==> config.mk <==
export PLATFORM = sky130hd
export DESIGN_NAME = flyby_dma
export DESIGN_NICKNAME = d
export VERILOG_FILES = /design/src/rtl/flyby_dma_pkg.sv /design/src/rtl/flyby_dma_prog.sv /design/src/rtl/flyby_dma_seq.sv /design/src/rtl/flyby_dma_drive.sv /design/src/rtl/flyby_dma.sv
export SDC_FILE = /design/constraint.sdc
export NUM_CORES = 1
export LEC_CHECK = 0
export BUFFER_PORTS_ARGS = -buffer_cell sky130_fd_sc_hd__buf_2
export CORE_UTILIZATION = 45
export CTS_BUF_LIST = sky130_fd_sc_hd__clkbuf_4
export CTS_CLUSTER_DIAMETER = 80
export CTS_CLUSTER_SIZE = 14
export DETAILED_ROUTE_END_ITERATION = 7
export PLACE_DENSITY_LB_ADDON = 0.2
export SKIP_LAST_GASP = 1
export SYNTH_ARGS = -nofsm -noshare
export SYNTH_HDL_FRONTEND = slang
export SYNTH_SLANG_ARGS = --single-unit
==> constraint.sdc <==
create_clock -name clk -period 2.1 [get_ports clk]
set_clock_uncertainty 0.1 [all_clocks]
set_input_delay 0.42 -clock clk [delete_from_list [all_inputs] [get_ports clk]]
set_output_delay 0.42 -clock clk [all_outputs]
set_load 0.01 [all_outputs]
==> src/rtl/flyby_dma_pkg.sv <==
package flyby_dma_pkg;

    typedef enum logic [2:0] {
        PH_IDLE    = 3'd0,
        PH_ASK     = 3'd1,
        PH_STROBE  = 3'd2,
        PH_GAP     = 3'd3,
        PH_RELEASE = 3'd4
    } phase_e;

    typedef struct packed {
        logic hold_req;
        logic drive;
        logic strobe;
        logic ack;
    } bus_ctl_t;

    function automatic bus_ctl_t decode_phase(phase_e ph, logic ack_hold);
        bus_ctl_t c;
        c.hold_req = (ph == PH_ASK) || (ph == PH_STROBE) || (ph == PH_GAP);
        c.drive    = (ph == PH_STROBE) || (ph == PH_GAP) || (ph == PH_RELEASE);
        c.strobe   = (ph == PH_STROBE);
        c.ack      = (ph == PH_STROBE) || (ph == PH_GAP) ||
                     ((ph == PH_RELEASE) && ack_hold);
        return c;
    endfunction

endpackage

==> src/rtl/flyby_dma_prog.sv <==
module flyby_dma_prog #(
    parameter int AW = 16,
    parameter int CW = 16
) (
    input  logic          clk,
    input  logic          rst,
    input  logic          load_en,
    input  logic [AW-1:0] ld_addr,
    input  logic [CW-1:0] ld_count,
    input  logic          ld_burst,
    input  logic          word_done,
    output logic [AW-1:0] cur_addr,
    output logic          burst,
    output logic          has_work,
    output logic          last_word,
    output logic          tc
);
    localparam logic [AW-1:0] ADDR_STEP = AW'(1);
    localparam logic [CW-1:0] CNT_STEP  = CW'(1);

    logic [CW-1:0] remain;

    always_ff @(posedge clk) begin
        if (rst) begin
            cur_addr <= '0;
            remain   <= '0;
            burst    <= 1'b0;
            tc       <= 1'b0;
        end else if (load_en) begin
            cur_addr <= ld_addr;
            remain   <= ld_count;
            burst    <= ld_burst;
            tc       <= 1'b0;
        end else if (word_done) begin
            cur_addr <= cur_addr + ADDR_STEP;
            remain   <= remain - CNT_STEP;
            if (last_word) begin
                tc <= 1'b1;
            end
        end
    end

    assign has_work  = (remain != '0);
    assign last_word = (remain == CNT_STEP);

endmodule

==> src/rtl/flyby_dma_seq.sv <==
module flyby_dma_seq
    import flyby_dma_pkg::*;
(
    input  logic   clk,
    input  logic   rst,
    input  logic   dreq,
    input  logic   hlda,
    input  logic   has_work,
    input  logic   last_word,
    input  logic   burst,
    output phase_e phase,
    output logic   ack_hold,
    output logic   word_done,
    output logic   idle
);
    phase_e nxt;

    always_comb begin
        nxt = phase;
        unique case (phase)
            PH_IDLE:    if (dreq && has_work) nxt = PH_ASK;
            PH_ASK:     if (hlda) nxt = PH_STROBE;
            PH_STROBE:  nxt = PH_GAP;
            PH_GAP: begin
                if (!last_word && burst && dreq) nxt = PH_STROBE;
                else                             nxt = PH_RELEASE;
            end
            PH_RELEASE: if (!hlda) nxt = PH_IDLE;
            default:    nxt = PH_IDLE;
        endcase
    end

    always_ff @(posedge clk) begin
        if (rst) begin
            phase    <= PH_IDLE;
            ack_hold <= 1'b0;
        end else begin
            phase <= nxt;
            unique case (phase)
                PH_GAP:     ack_hold <= (nxt == PH_RELEASE);
                PH_RELEASE: ack_hold <= ack_hold && dreq && (nxt == PH_RELEASE);
                default:    ack_hold <= 1'b0;
            endcase
        end
    end

    assign word_done = (phase == PH_GAP);
    assign idle      = (phase == PH_IDLE);

endmodule

==> src/rtl/flyby_dma_drive.sv <==
module flyby_dma_drive
    import flyby_dma_pkg::*;
#(
    parameter int AW = 16
) (
    input  phase_e        phase,
    input  logic          ack_hold,
    input  logic [AW-1:0] cur_addr,
    output logic          hrq,
    output logic          dack,
    output logic          bus_oe,
    output logic          mem_wr,
    output logic          io_rd,
    output logic [AW-1:0] mem_addr
);
    bus_ctl_t ctl;

    assign ctl    = decode_phase(phase, ack_hold);
    assign hrq    = ctl.hold_req;
    assign bus_oe = ctl.drive;
    assign mem_wr = ctl.strobe;
    assign io_rd  = ctl.strobe;
    assign dack   = ctl.ack;

    for (genvar i = 0; i < AW; i++) begin : g_addr_gate
        assign mem_addr[i] = cur_addr[i] & ctl.drive;
    end

endmodule

==> src/rtl/flyby_dma.sv <==
module flyby_dma
    import flyby_dma_pkg::*;
#(
    parameter int AW = 16,
    parameter int CW = 16
) (
    input  logic          clk,
    input  logic          rst,
    input  logic          cfg_load,
    input  logic [AW-1:0] cfg_addr,
    input  logic [CW-1:0] cfg_count,
    input  logic          cfg_burst,
    input  logic          dreq,
    input  logic          hlda,
    output logic          hrq,
    output logic          dack,
    output logic          bus_oe,
    output logic [AW-1:0] mem_addr,
    output logic          mem_wr,
    output logic          io_rd,
    output logic          tc
);
    phase_e        phase;
    logic          ack_hold;
    logic          word_done;
    logic          idle;
    logic          has_work;
    logic          last_word;
    logic          mode_burst;
    logic [AW-1:0] cur_addr;
    logic          load_en;

    assign load_en = cfg_load && idle;

    flyby_dma_prog #(.AW(AW), .CW(CW)) u_prog (
        .clk       (clk),
        .rst       (rst),
        .load_en   (load_en),
        .ld_addr   (cfg_addr),
        .ld_count  (cfg_count),
        .ld_burst  (cfg_burst),
        .word_done (word_done),
        .cur_addr  (cur_addr),
        .burst     (mode_burst),
        .has_work  (has_work),
        .last_word (last_word),
        .tc        (tc)
    );

    flyby_dma_seq u_seq (
        .clk       (clk),
        .rst       (rst),
        .dreq      (dreq),
        .hlda      (hlda),
        .has_work  (has_work),
        .last_word (last_word),
        .burst     (mode_burst),
        .phase     (phase),
        .ack_hold  (ack_hold),
        .word_done (word_done),
        .idle      (idle)
    );

    flyby_dma_drive #(.AW(AW)) u_drive (
        .phase    (phase),
        .ack_hold (ack_hold),
        .cur_addr (cur_addr),
        .hrq      (hrq),
        .dack     (dack),
        .bus_oe   (bus_oe),
        .mem_wr   (mem_wr),
        .io_rd    (io_rd),
        .mem_addr (mem_addr)
    );

endmodule

Word level (Yosys, flattened, before mapping)
Cells that the tools add are included.
{ "totals": {"regBits": 38, "in_bits": 38, "out_inout_bits": 22, "wordCells": 58} }
{ "classes": {"addsub": 2, "eq_ne": 6, "muxes": 10, "bitwise": 16, "n_reduce_logical": 18} }
{ "ops": {"columns": ["op", "count"], "rows": [
  ["16-bit two-way mux", 4],
  ["16-bit by 1-bit adder with 16-bit output, second input constant", 1],
  ["1-bit bitwise AND", 16],
  ["16-bit by 1-bit == test with 1-bit output, second input constant", 1],
  ["16-bit nonzero test", 1],
  ["16-bit by 1-bit subtractor with 16-bit output, second input constant", 1],
  ["3-bit case mux with 5 select lines", 1],
  ["3-bit two-way mux", 4],
  ["1-bit logical AND", 7],
  ["3-bit by 2-bit == test with 1-bit output, second input constant", 2],
  ["3-bit == test, second input constant", 2],
  ["1-bit logical OR", 5],
  ["3-bit by 1-bit == test with 1-bit output, second input constant", 1],
  ["3-bit logical NOT", 1],
  ["1-bit case mux with 2 select lines", 1],
  ["2-bit AND reduction", 1],
  ["2-bit nonzero test", 1],
  ["2-bit OR reduction", 1],
  ["1-bit logical NOT", 1]
]} }

Logic depth before layout (Yosys ltp)
{ "depth": {"ltp_word": 9, "ltp_mapped": 6, "depth_no_buf": 5} }

Hierarchy
A second synthesis with hierarchy kept.
{ "hier_totals": {"hier_cells": 274, "area_unflattened_um2": 2416.1} }
{ "by_module_without_submodules": {"columns": ["module", "instances", "cells_each", "area_each_um2", "seq_area_each_um2"], "rows": [
  ["flyby_dma_prog", 1, 222, 1964.4, 680.7],
  ["flyby_dma_drive", 1, 29, 241.5, 0.0],
  ["flyby_dma_seq", 1, 22, 203.9, 80.1],
  ["flyby_dma", 1, 1, 6.3, 0.0]
]} }

Least setup slack after synthesis
Ideal clock, no wire load.
{ "synth_path": {"path_kind": "reg-to-output", "start": "register u_seq.phase[1]", "end": "output port mem_addr[0]", "arrival_ps": 1482, "required_time_ps": 1580, "slack_ps": 98, "path_stages_with_launch": 6, "path_buffers": 2, "cell_sequence": "dfxtp_1 -> buf_2 -> nor2_1 -> a21boi_1 -> clkbuf_1 -> nor2b_1"} }
{ "synth_via": {"elab_chain_cells": 4} }
{ "synth_lines": {"columns": ["element", "line_no", "source"], "rows": [
  ["start, declared", "flyby_dma_seq.sv:11", "output phase_e phase,"],
  ["start signal, assigned", "flyby_dma_seq.sv:38", "phase <= nxt;"],
  ["3-bit by 2-bit == test with 1-bit output", "flyby_dma_pkg.sv:21", "c.drive = (ph == PH_STROBE) || (ph == PH_GAP) || (ph == PH_RELEASE);"],
  ["1-bit logical OR", "flyby_dma_pkg.sv:21", null],
  ["1-bit logical OR *", "flyby_dma_pkg.sv:21", null],
  ["1-bit bitwise AND *", "flyby_dma_drive.sv:26", "assign mem_addr[i] = cur_addr[i] & ctl.drive;"],
  ["end, declared", "flyby_dma.sv:18", "output logic [AW-1:0] mem_addr,"]
]} }
Every way passes the cells marked *; elsewhere a longest branch is shown, timed or not.

Worst setup path in the final report
{ "layout_path": {"start": "register u_seq.phase[0]", "end": "output port mem_addr[0]"} }
Same word-level chain as after synthesis.

==> summary.md <==
| Metric | Value |
|---|---|
| Synthesized area per cell | `7.86 µm²` |
| Most Crowded Layer GR | `met2` |
| Post-synth ARST share | `0` |
| Layout cell share with drive strength beyond 1 | `0.281` |
| # setup viols final | `0` |
| # DRC | `0` |
| Maximum number of pins on one net before global-route repair | `45` |
| Status | `finished, final reports clean` |
| Wirelength per Cell | `14.7 µm` |
| Post-route ant nets | `0` |
| Filler-free cell count of the finished design | `426` |
| Placer Congestion | `0.854` |
| Final Net Count | `399` |
| Ports | `60` |
| Data arrival time of the worst path | `1.53 ns` |
| Routed WL | `6270 µm` |
| Sequential share of the synthesized area | `0.334` |
| Port bufs | `59` |
| DRT Pass-1 Iters | `5` |
| Layout Utilization | `0.600` |
| Routed vias | `2439` |
| Power per cell area | `699 nW/µm²` |
| CTS hold repair buffers | `0` |
| CTS root buf | `clkbuf_4` |
| Worst reg2reg endpoint | `u_prog.remain[13]` |
| CP max FO | `9` |
| H-tree depth | `2` |
| Initial Util | `0.476` |
| Post-DP HPWL | `4380 µm` |
| EDFF count, synth | `0` |
| Critical path type | `reg2out` |
| Area Overhead vs Synth | `25.9%` |
| Vias per cell | `5.73` |
| Worst setup EP type | `primary output` |
| FP Rows | `25` |
| Distinct cells, synth | `53` |
| Total die area | `5350 µm²` |
| Clock input transition at the sequential cells of the worst setup and hold paths | `0.12 ns` |
| R2R cell count | `6` |
| Die Wd | `73.2 µm` |
| Worst Setup EP | `mem_addr[0]` |
| FF-to-FF setup slack | `0.17 ns` |
| CTS tree | `done` |
| Maximum VDD drop | `0.000474 V` |
| Total core area | `4790 µm²` |
| Placed Instances | `415` |
| Max Cap Viol | `0` |
| Slew @ Worst Pin | `0.416 ns` |
| Global-route usage over all layers | `0.243` |
| Vias in the first global route | `2145` |
| Post-Syn Nets | `331` |
| Num CTS Buffers | `5` |
| Met3 Resource Use GR | `0.0470` |
| Main synth FF type | `dfxtp_1` |
| Slew Limit Fails | `0` |
| Relative slew slack | `0.722` |
| Post-Synthesis Cells | `290` |
| First-pass GRT wire length | `9980 µm` |
| Critical Path Start | `u_seq.phase[0]` |
| Period utilization | `0.978` |
| Ant diodes | `0` |
| Die Height | `73.2 µm` |
| Final min period | `2.05 ns` |
| Crit start category | `register` |
| Pleak | `1.19 nW` |
| Worst Path Required | `1.58 ns` |
| Final hold vios | `0` |
| Warnings, synthesis | `0` |
| Clk_lat worst skew | `0.36 ns` |
| Min-Delay Path Class | `in2reg` |
| Grt met2 use | `0.376` |
| Reg-to-Reg Start | `u_seq.phase[2]` |
| Fmax | `487 MHz` |
| Yosys reg bits | `38` |
| Clock sinks | `38` |
| Initial antenna violation count | `0` |
| GRT met1 Usage | `0.341` |
| Overflow after GRT | `0` |
| Violation count after the first detailed-route iteration | `118` |
| CTS Buffer Depth | `2` |
| Synth Cell Area | `2280 µm²` |
## per-stage QoR
step                total power, mW  instance area (µm²)  hold slack, ns   TNS, ns  worst slack (ns)
finish                         2.01                 2870           0.173         0            0.0471
global placement               1.45                 2730           0.346         0             0.257
global route                   2.12                 2870           0.165  -0.00956          -0.00606
floorplan                      1.26                 2280           0.336         0            0.0983
CTS                            1.99                 2820           0.168         0           0.00637
detailed placement             1.46                 2730           0.360         0             0.223
## Yosys cell counts, types with 2 or more instances
master	n	area (µm²)
inv_1	10	37.5
nand2b_1	2	12.5
dfxtp_1	38	761
o311ai_0	5	43.8
a21oi_1	15	75.1
o41ai_1	2	17.5
and3_1	3	18.8
a31oi_1	10	62.6
o21a_1	3	22.5
nand2_1	21	78.8
nand3_1	17	85.1
ha_1	3	37.5
o22ai_1	2	12.5
a221oi_1	3	26.3
a211oi_1	3	22.5
buf_2	4	20.0
and4_1	2	17.5
o211ai_1	4	30.0
and2_1	2	12.5
nor3_1	5	25.0
nand3b_1	2	15.0
a311oi_1	2	17.5
nor2b_1	13	81.3
nand4_1	6	37.5
a32oi_1	4	35.0
or4_1	7	52.6
nor2_1	27	101
o31ai_1	6	45.0
xor2_1	8	70.1
or3_1	5	31.3
nand4b_1	2	17.5
o21ai_0	19	95.1
clkbuf_1	14	52.6
o31a_1	2	17.5
## cells in the final DEF (no fill, tap or decap), types with 2 or more instances in the layout
| cell type | count |
|---|---|
| buf_2 | 59 |
| and2_1 | 2 |
| buf_4 | 20 |
| o211ai_1 | 4 |
| nand4b_1 | 2 |
| o22ai_1 | 2 |
| o311ai_0 | 5 |
| and3_1 | 3 |
| o41ai_1 | 2 |
| a21oi_1 | 15 |
| nand2b_1 | 2 |
| nand4_1 | 6 |
| nand2_1 | 21 |
| o31a_1 | 2 |
| o31ai_1 | 6 |
| a211oi_1 | 3 |
| nor3_1 | 5 |
| a221oi_1 | 3 |
| or4_1 | 7 |
| o21a_1 | 3 |
| inv_1 | 10 |
| clkbuf_4 | 7 |
| nand3b_1 | 2 |
| o21ai_0 | 19 |
| a31oi_1 | 10 |
| ha_1 | 3 |
| a32oi_1 | 4 |
| nor2b_1 | 12 |
| nor2_1 | 26 |
| xor2_1 | 8 |
| a311oi_1 | 2 |
| or3_1 | 5 |
| nand3_1 | 17 |
| dfxtp_4 | 3 |
| and4_1 | 2 |
| dfxtp_1 | 35 |
## report_power, final
group | total [mW] | internal, mW | switching, mW
registers | 0.892 | 0.800 | 0.0912
clock network | 0.538 | 0.279 | 0.259
logic | 0.576 | 0.254 | 0.322
total | 2.01 | 1.33 | 0.672
## state kept, by name, indices dropped and copies added (netlist names)
| signal | count |
|---|---|
| u_prog.cur_addr | 16 |
| u_prog.remain | 16 |
| u_seq.phase | 3 |
| u_prog.burst | 1 |
| u_prog.tc | 1 |
| u_seq.ack_hold | 1 |
## worst min-delay path by stage
stage	depth (start not counted)	to	start	slack (ns)
after floorplan	2	u_prog.burst	u_prog.burst	0.34
final	3	u_prog.cur_addr[10]	cfg_addr[10]	0.17
after global placement	2	u_prog.burst	u_prog.burst	0.35
after detailed placement	2	u_prog.burst	u_prog.burst	0.36
after global routing	3	u_prog.cur_addr[10]	cfg_addr[10]	0.17
after CTS	3	u_prog.cur_addr[10]	cfg_addr[10]	0.17
## kinds of logic (layout without fill, tap and decap cells)
logic type,Yosys count,count (layout),synth area share
xor+xnor,9,9,0.0346
fa+ha+maj,3,3,0.0165
flops,38,38,0.334
simple gates,123,123,0.305
mux,1,1,0.00439
compound gates,86,86,0.252
buf+inv,30,99,0.0538
## critical path, cell delays in order, from the launching register on
cell      delay [ns]
dfxtp_4         0.39
buf_4           0.16
nor2_4          0.11
a21boi_4        0.08
buf_6           0.14
nor2b_1         0.14
buf_2           0.15
## what timing repair did
| item | in CTS | in global routing |
|---|---|---|
| buffers inserted | 0 | 2 |
| resized for setup | 5 | 9 |
| endpoints found under the setup margin | 17 | 17 |
| endpoints found under the hold margin | 0 | 0 |
| gates cloned | 0 | 1 |
| pin swaps | 0 | 1 |
## metal layers
layer,vias up,wire (µm),share of wire
li1,1224,-,-
met1,1135,3030,0.48
met2,74,2810,0.45
met3,6,360,0.057
met4,0,62,0.0099
met5,-,0,0
## final cells by class
cell class,instances,area (µm²)
sequential,38,772
clock inverter,1,30.0
fill,449,1920
timing repair buffer,81,477
tap,67,83.8
multi-input combinational,222,1420
inverter,10,37.5
clock buffer,7,52.6
(Power assumes the default switching activity.)
